File: config.mk
export PLATFORM = sky130hd
export DESIGN_NAME = sdr_cke_tracker
export DESIGN_NICKNAME = d
export VERILOG_FILES = /design/src/rtl/sdr_cke_pkg.sv /design/src/rtl/sdr_cmd_decode.sv /design/src/rtl/sdr_refresh_ctr.sv /design/src/rtl/sdr_cke_tracker.sv
export SDC_FILE = /design/constraint.sdc
export NUM_CORES = 1
export LEC_CHECK = 0
export ABC_AREA = 0
export BUFFER_PORTS_ARGS = -buffer_cell sky130_fd_sc_hd__buf_2
export CAP_MARGIN = 10
export CORE_MARGIN = 2
export CORE_UTILIZATION = 33
export CTS_CLUSTER_DIAMETER = 40
export CTS_CLUSTER_SIZE = 16
export DETAILED_ROUTE_END_ITERATION = 12
export PLACE_DENSITY_LB_ADDON = 0.15
export SYNTH_ARGS = -nofsm -noshare
export SYNTH_HDL_FRONTEND = slang
export SYNTH_HIERARCHICAL = 1
export SYNTH_SLANG_ARGS = --single-unit
File: constraint.sdc
create_clock -name clk -period 3.2 [get_ports clk]
set_input_delay 0.8 -clock clk [delete_from_list [all_inputs] [get_ports clk]]
set_output_delay 0.8 -clock clk [all_outputs]
set_load 0.005 [all_outputs]
File: src/rtl/sdr_cke_pkg.sv
package sdr_cke_pkg;

    typedef enum logic [2:0] {
        MODE_IDLE    = 3'd0,
        MODE_ACTIVE  = 3'd1,
        MODE_SUSPEND = 3'd2,
        MODE_PDOWN   = 3'd3,
        MODE_SELFREF = 3'd4,
        MODE_AREF    = 3'd5
    } mode_e;

    typedef enum logic [1:0] {
        KIND_NONE  = 2'd0,
        KIND_READ  = 2'd1,
        KIND_WRITE = 2'd2
    } kind_e;

    typedef enum logic [2:0] {
        CMD_DESEL,
        CMD_NOP,
        CMD_ACT,
        CMD_RD,
        CMD_WR,
        CMD_PRE,
        CMD_REF,
        CMD_OTHER
    } cmd_e;

endpackage

File: src/rtl/sdr_cmd_decode.sv
module sdr_cmd_decode
    import sdr_cke_pkg::*;
(
    input  logic cs_n,
    input  logic ras_n,
    input  logic cas_n,
    input  logic we_n,
    output cmd_e cmd
);

    always_comb begin
        if (cs_n) begin
            cmd = CMD_DESEL;
        end else begin
            unique case ({ras_n, cas_n, we_n})
                3'b111:  cmd = CMD_NOP;
                3'b011:  cmd = CMD_ACT;
                3'b101:  cmd = CMD_RD;
                3'b100:  cmd = CMD_WR;
                3'b010:  cmd = CMD_PRE;
                3'b001:  cmd = CMD_REF;
                default: cmd = CMD_OTHER;
            endcase
        end
    end

endmodule

File: src/rtl/sdr_refresh_ctr.sv
module sdr_refresh_ctr #(
    parameter int ROW_W = 13
) (
    input  logic             clk,
    input  logic             rst_n,
    input  logic             inc,
    output logic [ROW_W-1:0] row
);

    logic [ROW_W-1:0] row_d, row_q;

    always_comb begin
        row_d = row_q;
        if (inc) row_d = row_q + 1'b1;
    end

    always_ff @(posedge clk or negedge rst_n) begin
        if (!rst_n) row_q <= '0;
        else        row_q <= row_d;
    end

    assign row = row_q;

endmodule

File: src/rtl/sdr_cke_tracker.sv
module sdr_cke_tracker
    import sdr_cke_pkg::*;
#(
    parameter int NUM_BANKS = 4,
    parameter int ROW_W     = 13,
    parameter int DATA_W    = 16,
    localparam int BA_W     = (NUM_BANKS > 1) ? $clog2(NUM_BANKS) : 1
) (
    input  logic              clk,
    input  logic              rst_n,
    input  logic              cke,
    input  logic              cs_n,
    input  logic              ras_n,
    input  logic              cas_n,
    input  logic              we_n,
    input  logic [BA_W-1:0]   ba,
    input  logic              ap,
    input  logic [DATA_W-1:0] rd_data,
    output logic [2:0]        mode,
    output logic              dq_hold,
    output logic              in_accept,
    output logic [ROW_W-1:0]  ref_row,
    output logic [DATA_W-1:0] dq_out,
    output logic              cmd_err
);

    typedef struct packed {
        mode_e                mode;
        kind_e                kind;
        logic [NUM_BANKS-1:0] open;
        logic                 cke;
        logic                 err;
        logic [DATA_W-1:0]    dq;
    } state_t;

    localparam state_t ST_RESET = '{
        mode: MODE_IDLE, kind: KIND_NONE, open: '0,
        cke: 1'b1, err: 1'b0, dq: '0
    };

    state_t st_d, st_q;
    cmd_e   cmd;
    logic   take;
    logic   hold;
    logic   ref_inc;

    sdr_cmd_decode u_dec (
        .cs_n  (cs_n),
        .ras_n (ras_n),
        .cas_n (cas_n),
        .we_n  (we_n),
        .cmd   (cmd)
    );

    sdr_refresh_ctr #(.ROW_W(ROW_W)) u_ref (
        .clk   (clk),
        .rst_n (rst_n),
        .inc   (ref_inc),
        .row   (ref_row)
    );

    always_comb begin
        st_d    = st_q;
        st_d.cke = cke;
        st_d.err = 1'b0;
        ref_inc = 1'b0;
        take    = st_q.cke;
        hold    = (st_q.mode == MODE_SUSPEND) && (st_q.kind == KIND_READ);
        if (!hold) st_d.dq = rd_data;

        unique case (st_q.mode)
            MODE_IDLE: begin
                if (take) begin
                    if (cmd == CMD_REF) begin
                        if (cke) begin
                            st_d.mode = MODE_AREF;
                            ref_inc   = 1'b1;
                        end else begin
                            st_d.mode = MODE_SELFREF;
                        end
                    end else if (cmd == CMD_ACT) begin
                        st_d.open[ba] = 1'b1;
                        st_d.kind     = KIND_NONE;
                        st_d.mode     = cke ? MODE_ACTIVE : MODE_SUSPEND;
                    end else if (!cke && (cmd == CMD_NOP || cmd == CMD_DESEL)) begin
                        st_d.mode = MODE_PDOWN;
                    end
                end
            end
            MODE_ACTIVE: begin
                if (take) begin
                    unique case (cmd)
                        CMD_ACT: begin
                            st_d.open[ba] = 1'b1;
                            st_d.kind     = KIND_NONE;
                        end
                        CMD_PRE: begin
                            if (ap) st_d.open = '0;
                            else    st_d.open[ba] = 1'b0;
                            st_d.kind = KIND_NONE;
                        end
                        CMD_RD:  st_d.kind = KIND_READ;
                        CMD_WR:  st_d.kind = KIND_WRITE;
                        CMD_REF: st_d.err  = 1'b1;
                        default: ;
                    endcase
                end
                if (!cke) begin
                    st_d.mode = MODE_SUSPEND;
                end else if (st_d.open == '0) begin
                    st_d.mode = MODE_IDLE;
                    st_d.kind = KIND_NONE;
                end
            end
            MODE_SUSPEND: begin
                if (cke) begin
                    if (st_q.open != '0) begin
                        st_d.mode = MODE_ACTIVE;
                    end else begin
                        st_d.mode = MODE_IDLE;
                        st_d.kind = KIND_NONE;
                    end
                end
            end
            MODE_PDOWN, MODE_SELFREF: begin
                if (cke) st_d.mode = MODE_IDLE;
            end
            MODE_AREF: begin
                if (take && cmd == CMD_REF) st_d.err = 1'b1;
                st_d.open = '0;
                st_d.mode = MODE_IDLE;
            end
            default: st_d = ST_RESET;
        endcase
    end

    always_ff @(posedge clk or negedge rst_n) begin
        if (!rst_n) st_q <= ST_RESET;
        else        st_q <= st_d;
    end

    assign mode      = st_q.mode;
    assign dq_hold   = hold;
    assign in_accept = st_q.cke && (st_q.mode == MODE_IDLE || st_q.mode == MODE_ACTIVE);
    assign dq_out    = st_q.dq;
    assign cmd_err   = st_q.err;

endmodule

Word level (Yosys, flattened, before mapping)
Index checks and enable logic that the tools add are counted.
{"block": "word_totals", "elab_cells": 100, "register_bits": 40}
{"block": "classes", "magnitude_cmp": 2, "n_addsub": 1, "n_mux": 38, "reduce_logical": 20, "eq_ne": 27, "bitwise": 5}
{"op": "16-bit 2-to-1 mux", "count": 2}
{"op": "3-bit == test (second input constant)", "count": 8}
{"op": "6-bit 2-to-1 mux", "count": 4}
{"op": "3-bit by 2-bit == test with 1-bit output (second input constant)", "count": 6}
{"op": "3-bit 2-to-1 mux", "count": 6}
{"op": "3-bit one-hot mux with 6 select lines", "count": 1}
{"op": "2-bit != test (second input constant)", "count": 7}
{"op": "13-bit by 1-bit adder with 13-bit output (second input constant)", "count": 1}
{"op": "3-bit one-hot mux with 4 select lines", "count": 1}
{"op": "4-bit one-hot mux with 3 select lines", "count": 1}
{"op": "1-bit 2-to-1 mux", "count": 11}
{"op": "5-bit 2-to-1 mux", "count": 2}
{"op": "3-bit by 1-bit == test with 1-bit output (second input constant)", "count": 3}
{"op": "9-bit 2-to-1 mux", "count": 1}
{"op": "2-bit one-hot mux with 4 select lines", "count": 1}
{"op": "4-bit one-hot mux with 2 select lines", "count": 1}
{"op": "3-bit logical NOT", "count": 2}
{"op": "2-bit 2-to-1 mux", "count": 3}
{"op": "2-bit one-hot mux with 3 select lines", "count": 1}
{"op": "6-bit AND reduction", "count": 1}
{"op": "3-bit OR reduction", "count": 2}
{"op": "6-bit OR reduction", "count": 1}
{"op": "1-bit logical AND", "count": 5}
{"op": "5-bit AND reduction", "count": 1}
{"op": "other kinds (18)", "count": 21}

Longest topological paths before layout
{"block": "depth", "depth_word": 14, "ltp_mapped": 10, "ltp_nobuf": 9}

Hierarchy
Netlist, hierarchy kept.
{"module": "sdr_cke_tracker", "cells_each": 191, "n_inst": 1, "seq_area_each_um2": 676.9, "area_per_inst_um2": 1609.0}
{"module": "sdr_refresh_ctr", "cells_each": 45, "n_inst": 1, "seq_area_each_um2": 325.3, "area_per_inst_um2": 570.5}
{"module": "sdr_cmd_decode", "cells_each": 8, "n_inst": 1, "seq_area_each_um2": 0.0, "area_per_inst_um2": 52.6}

Worst setup path before layout
OpenSTA, ideal clock, no wires.
{"block": "synth_timing", "path_type": "input port to flip-flop", "from": "input we_n", "to": "register u_ref.row_q[9] (netlist: u_ref/row[9])", "setup_ns": 0.125, "arrival_ns": 2.797, "slack_ns": 0.278, "cell_stages": 10, "cell_sequence": "a31oi_1 o21a_1 inv_2 nor2_1 nand3_1 nor4b_1 and4_1 buf_4 nand4_1 xnor2_1"}
{"block": "synth_between", "elab_chain_cells": 7, "word_cells_on_any_way": 12, "cone_classes": "eq/ne (7); mux (5)"}
{"element": "start: declaration", "line_no": "sdr_cke_tracker.sv:15", "source": "input logic we_n,"}
{"element": "3-bit by 1-bit == test with 1-bit output (tied with other cells)", "line_no": "sdr_cmd_decode.sv:15", "source": "unique case ({ras_n, cas_n, we_n})"}
{"element": "3-bit one-hot mux with 6 select lines *", "line_no": "sdr_cmd_decode.sv:15"}
{"element": "3-bit 2-to-1 mux *", "line_no": "sdr_cmd_decode.sv:12", "source": "if (cs_n) begin"}
{"element": "via cmd[1]", "line_no": "sdr_cke_tracker.sv:42", "source": "cmd_e cmd;"}
{"element": "3-bit == test *", "line_no": "sdr_cke_tracker.sv:74", "source": "if (cmd == CMD_REF) begin"}
{"element": "1-bit 2-to-1 mux *", "line_no": "sdr_cke_tracker.sv:74"}
{"element": "1-bit 2-to-1 mux *", "line_no": "sdr_cke_tracker.sv:73", "source": "if (take) begin"}
{"element": "1-bit 2-to-1 mux *", "line_no": "sdr_cke_tracker.sv:71", "source": "unique case (st_q.mode)"}
{"element": "via ref_inc", "line_no": "sdr_cke_tracker.sv:45", "source": "logic ref_inc;"}
{"element": "end signal: assignment", "line_no": "sdr_refresh_ctr.sv:19", "source": "else row_q <= row_d;"}
{"element": "end: declaration", "line_no": "sdr_refresh_ctr.sv:10", "source": "logic [ROW_W-1:0] row_d, row_q;"}
The timed path passes the listed nets; every way through them passes the cells marked *.
A chain may end at the register's enable or synchronous reset.

Worst setup path in the final report
Same ends and word-level chain as after synthesis.

==> flow_summary.ini <==
[status]
status = finished, final reports clean

[power_and_ir_drop]
leakage_uw = 0.00128
p_per_area_nw_per_um2 = 550
ir_worst_vdd_v = 0.000170
p_total_uw = 1410

[hold_path]
whs_path_depth = 1
hold_path.class = flip-flop to flip-flop

[sta]
fin_crit_sh_pct = 87.2
slew_viol_final = 0
rsz0062_at_grt = no
worst_slew_pin_slew_ps = 880
setup_viol_count_final = 0
finalWorstPathRequiredPeriod_ps = 2790
clock.fmax_mhz = 358
slew_headroom_pct = 41.3
finalSetupTns_ps = 0
finalHoldViolCount = 0
finalClockSkew_ps = 4.92

[global_route]
grt_max_degree = 41
overflow = 0
grt_pass1_wl_mm = 7.86
antenna_found_initial = 0
grt.total_usage_pct = 13.1
grt_pass1_vias = 1712

[logic_synthesis]
syn-cell-area_um2 = 2230
synthArstFlopShare_pct = 100
yosysMostFrequentCell = nand2_1
postSynthAreaPerCell_um2 = 9.15
synth_nets = 272
yosysUniqueCellTypes = 51
yosys-top-cells-area = dfrtp_1 44%, nand2_1 8.1%, buf_4 6.7%
ys_seq_elements = 40
synth_cells = 244
synth_top_cell_area_share_pct = 43.7
synth.top_cells.by_count = 48 x nand2_1, 39 x dfrtp_1, 20 x buf_4
yosysSeqAreaShare_pct = 44.9
synth_enable_flop_cells = 0
synthFlopType = dfrtp_1
ys_warn_count = 6
yosysTopAreaCell = dfrtp_1

[setup_path]
endpoint = u_ref/row[9]$_DFFE_PN0P_
crit_path_cell_trace = buf_2 -> a31oi_1 -> o21a_1 -> inv_2 -> nor2_1 -> nand3_1 -> nor4b_1 -> buf_4 -> and4_1 -> nand4_1 -> xnor2_1
end_kind = flip-flop
worst_path_max_delay_cell = nor4b_1
crit_required_ps = 3370
crit_path_start_kind = primary input
crit_fanout = 6
cp_top_family = simple AND/OR/NAND/NOR gates
reg2reg_depth = 6
reg2reg_from = mode[1]$_DFFE_PN0P_
crit_start = we_n
cpPeakStageDelay_ps = 340
timing.critical_path.buf_inv = 3
cp.depth = 11
critical_path_class = primary input to flip-flop
r2r_end = u_ref/row[9]$_DFFE_PN0P_
r2r_slack_ps = 1090
arrival_ps = 2960

[clocking]
numClockSinks = 40
clock-root-buffer = clkbuf_8
clk_latency_ps = 280
cts_resized = 0
cts_tree = yes
cts_max_level = 2
post_cts_buffers = 0
clock_path_buffers = 2
numCtsBuffers = 5
cts.reportedPaths.clkPinSlew_ps = 70
hold_buffers = 0

[detailed_routing]
met3RoutedLength_um = 271
wl_met2_mm = 2.10
top_layer_used = met4
drt_first_pass_iters = 4
met1_length_mm = 2.22
viasPerCell = 4.96
drt-total-wl_mm = 4.63
route.detailed.drc = 0
vias = 1799
wire_per_inst_um = 12.8
drt_iter0_markers = 58
drtAntennaViolNets = 0

[place]
portBuffers = 60
placed_cells = 356
gp_congestion = 0.812
dp_hpwl_mm = 3.39

[floorplan]
dieArea_um2 = 7440
die_h_um = 86.2
core-area_um2 = 6460
rows = 29
start_util_pct = 34.6
die_w_um = 86.2
io-pin-count = 61

[run]
cap_violations = 0

[finish]
num_antenna_cells = 0
stdcell_count = 363
drive_gt1_share_pct = 28.7
synthToLayoutAreaGrowth_pct = 15.0
nNetsFinal = 314
==> kinds of logic after synthesis <==
family	Yosys count	share of synthesized area [%]
compound gates	54	15.5
xor+xnor	13	5.10
fa+ha+maj	2	1.12
buf+inv	34	9.08
flops	40	44.9
mux	3	1.46
simple gates	98	22.9
==> registers in the layout, summed over array words and instances (netlist names) <==
register   cells
dq_out        16
u_ref/row     13
st_q           6
mode           3
cmd_err        1
take           1
==> layer usage <==
layer	GRT usage (%)	vias to the layer above
met5	0	-
met4	4.26	0
met3	3.62	2
met2	20.9	46
met1	17.4	846
li1	-	905
==> how the worst min path moves through the flow <==
stage                                          from                   endpoint
after CTS                 u_ref/row[12]$_DFFE_PN0P_  u_ref/row[12]$_DFFE_PN0P_
after floorplan               dq_out[0]$_DFFE_PN0P_      dq_out[0]$_DFFE_PN0P_
after global placement    u_ref/row[12]$_DFFE_PN0P_  u_ref/row[12]$_DFFE_PN0P_
after detailed placement  u_ref/row[12]$_DFFE_PN0P_  u_ref/row[12]$_DFFE_PN0P_
after global routing      u_ref/row[12]$_DFFE_PN0P_  u_ref/row[12]$_DFFE_PN0P_
final                     u_ref/row[12]$_DFFE_PN0P_  u_ref/row[12]$_DFFE_PN0P_
==> metrics by stage <==
step	hold WS, ps	util [%]	setup WS [ps]	area (µm²)
floorplan	451	-	278	2230
global placement	451	38.2	108	2470
detailed placement	459	38.2	95.3	2470
CTS	469	39.7	395	2570
global route	486	39.7	148	2570
finish	460	39.7	409	2570
==> area by class of cell <==
cell class | instances | area, µm²
Fill cell | 674 | 3890
Tap cell | 77 | 96.3
Sequential cell | 40 | 1000
Multi-Input combinational cell | 170 | 1030
Clock buffer | 7 | 96.3
Timing Repair Buffer | 62 | 315
Inverter | 7 | 26.3
==> power by group <==
| part | switching, µW | internal, µW | total [µW] |
|---|---|---|---|
| clock | 160 | 192 | 352 |
| sequential | 79.9 | 566 | 646 |
| combinational | 226 | 187 | 413 |
| total | 466 | 945 | 1410 |
==> placed cells by master, fill, tap and decap left out, types with 3 or more instances in the layout <==
cell       n
o21a_1     4
nand4_1    4
nor2_1    14
xnor2_1    7
nand2_1   48
inv_1      6
clkbuf_8   7
nor2b_1    3
o21ai_0    9
buf_2     60
o21ai_1   16
xor2_1     6
dfrtp_1   39
nand3_1    5
and2_1     4
a21oi_1    6
Note: power is estimated with default switching activity, not from simulation.
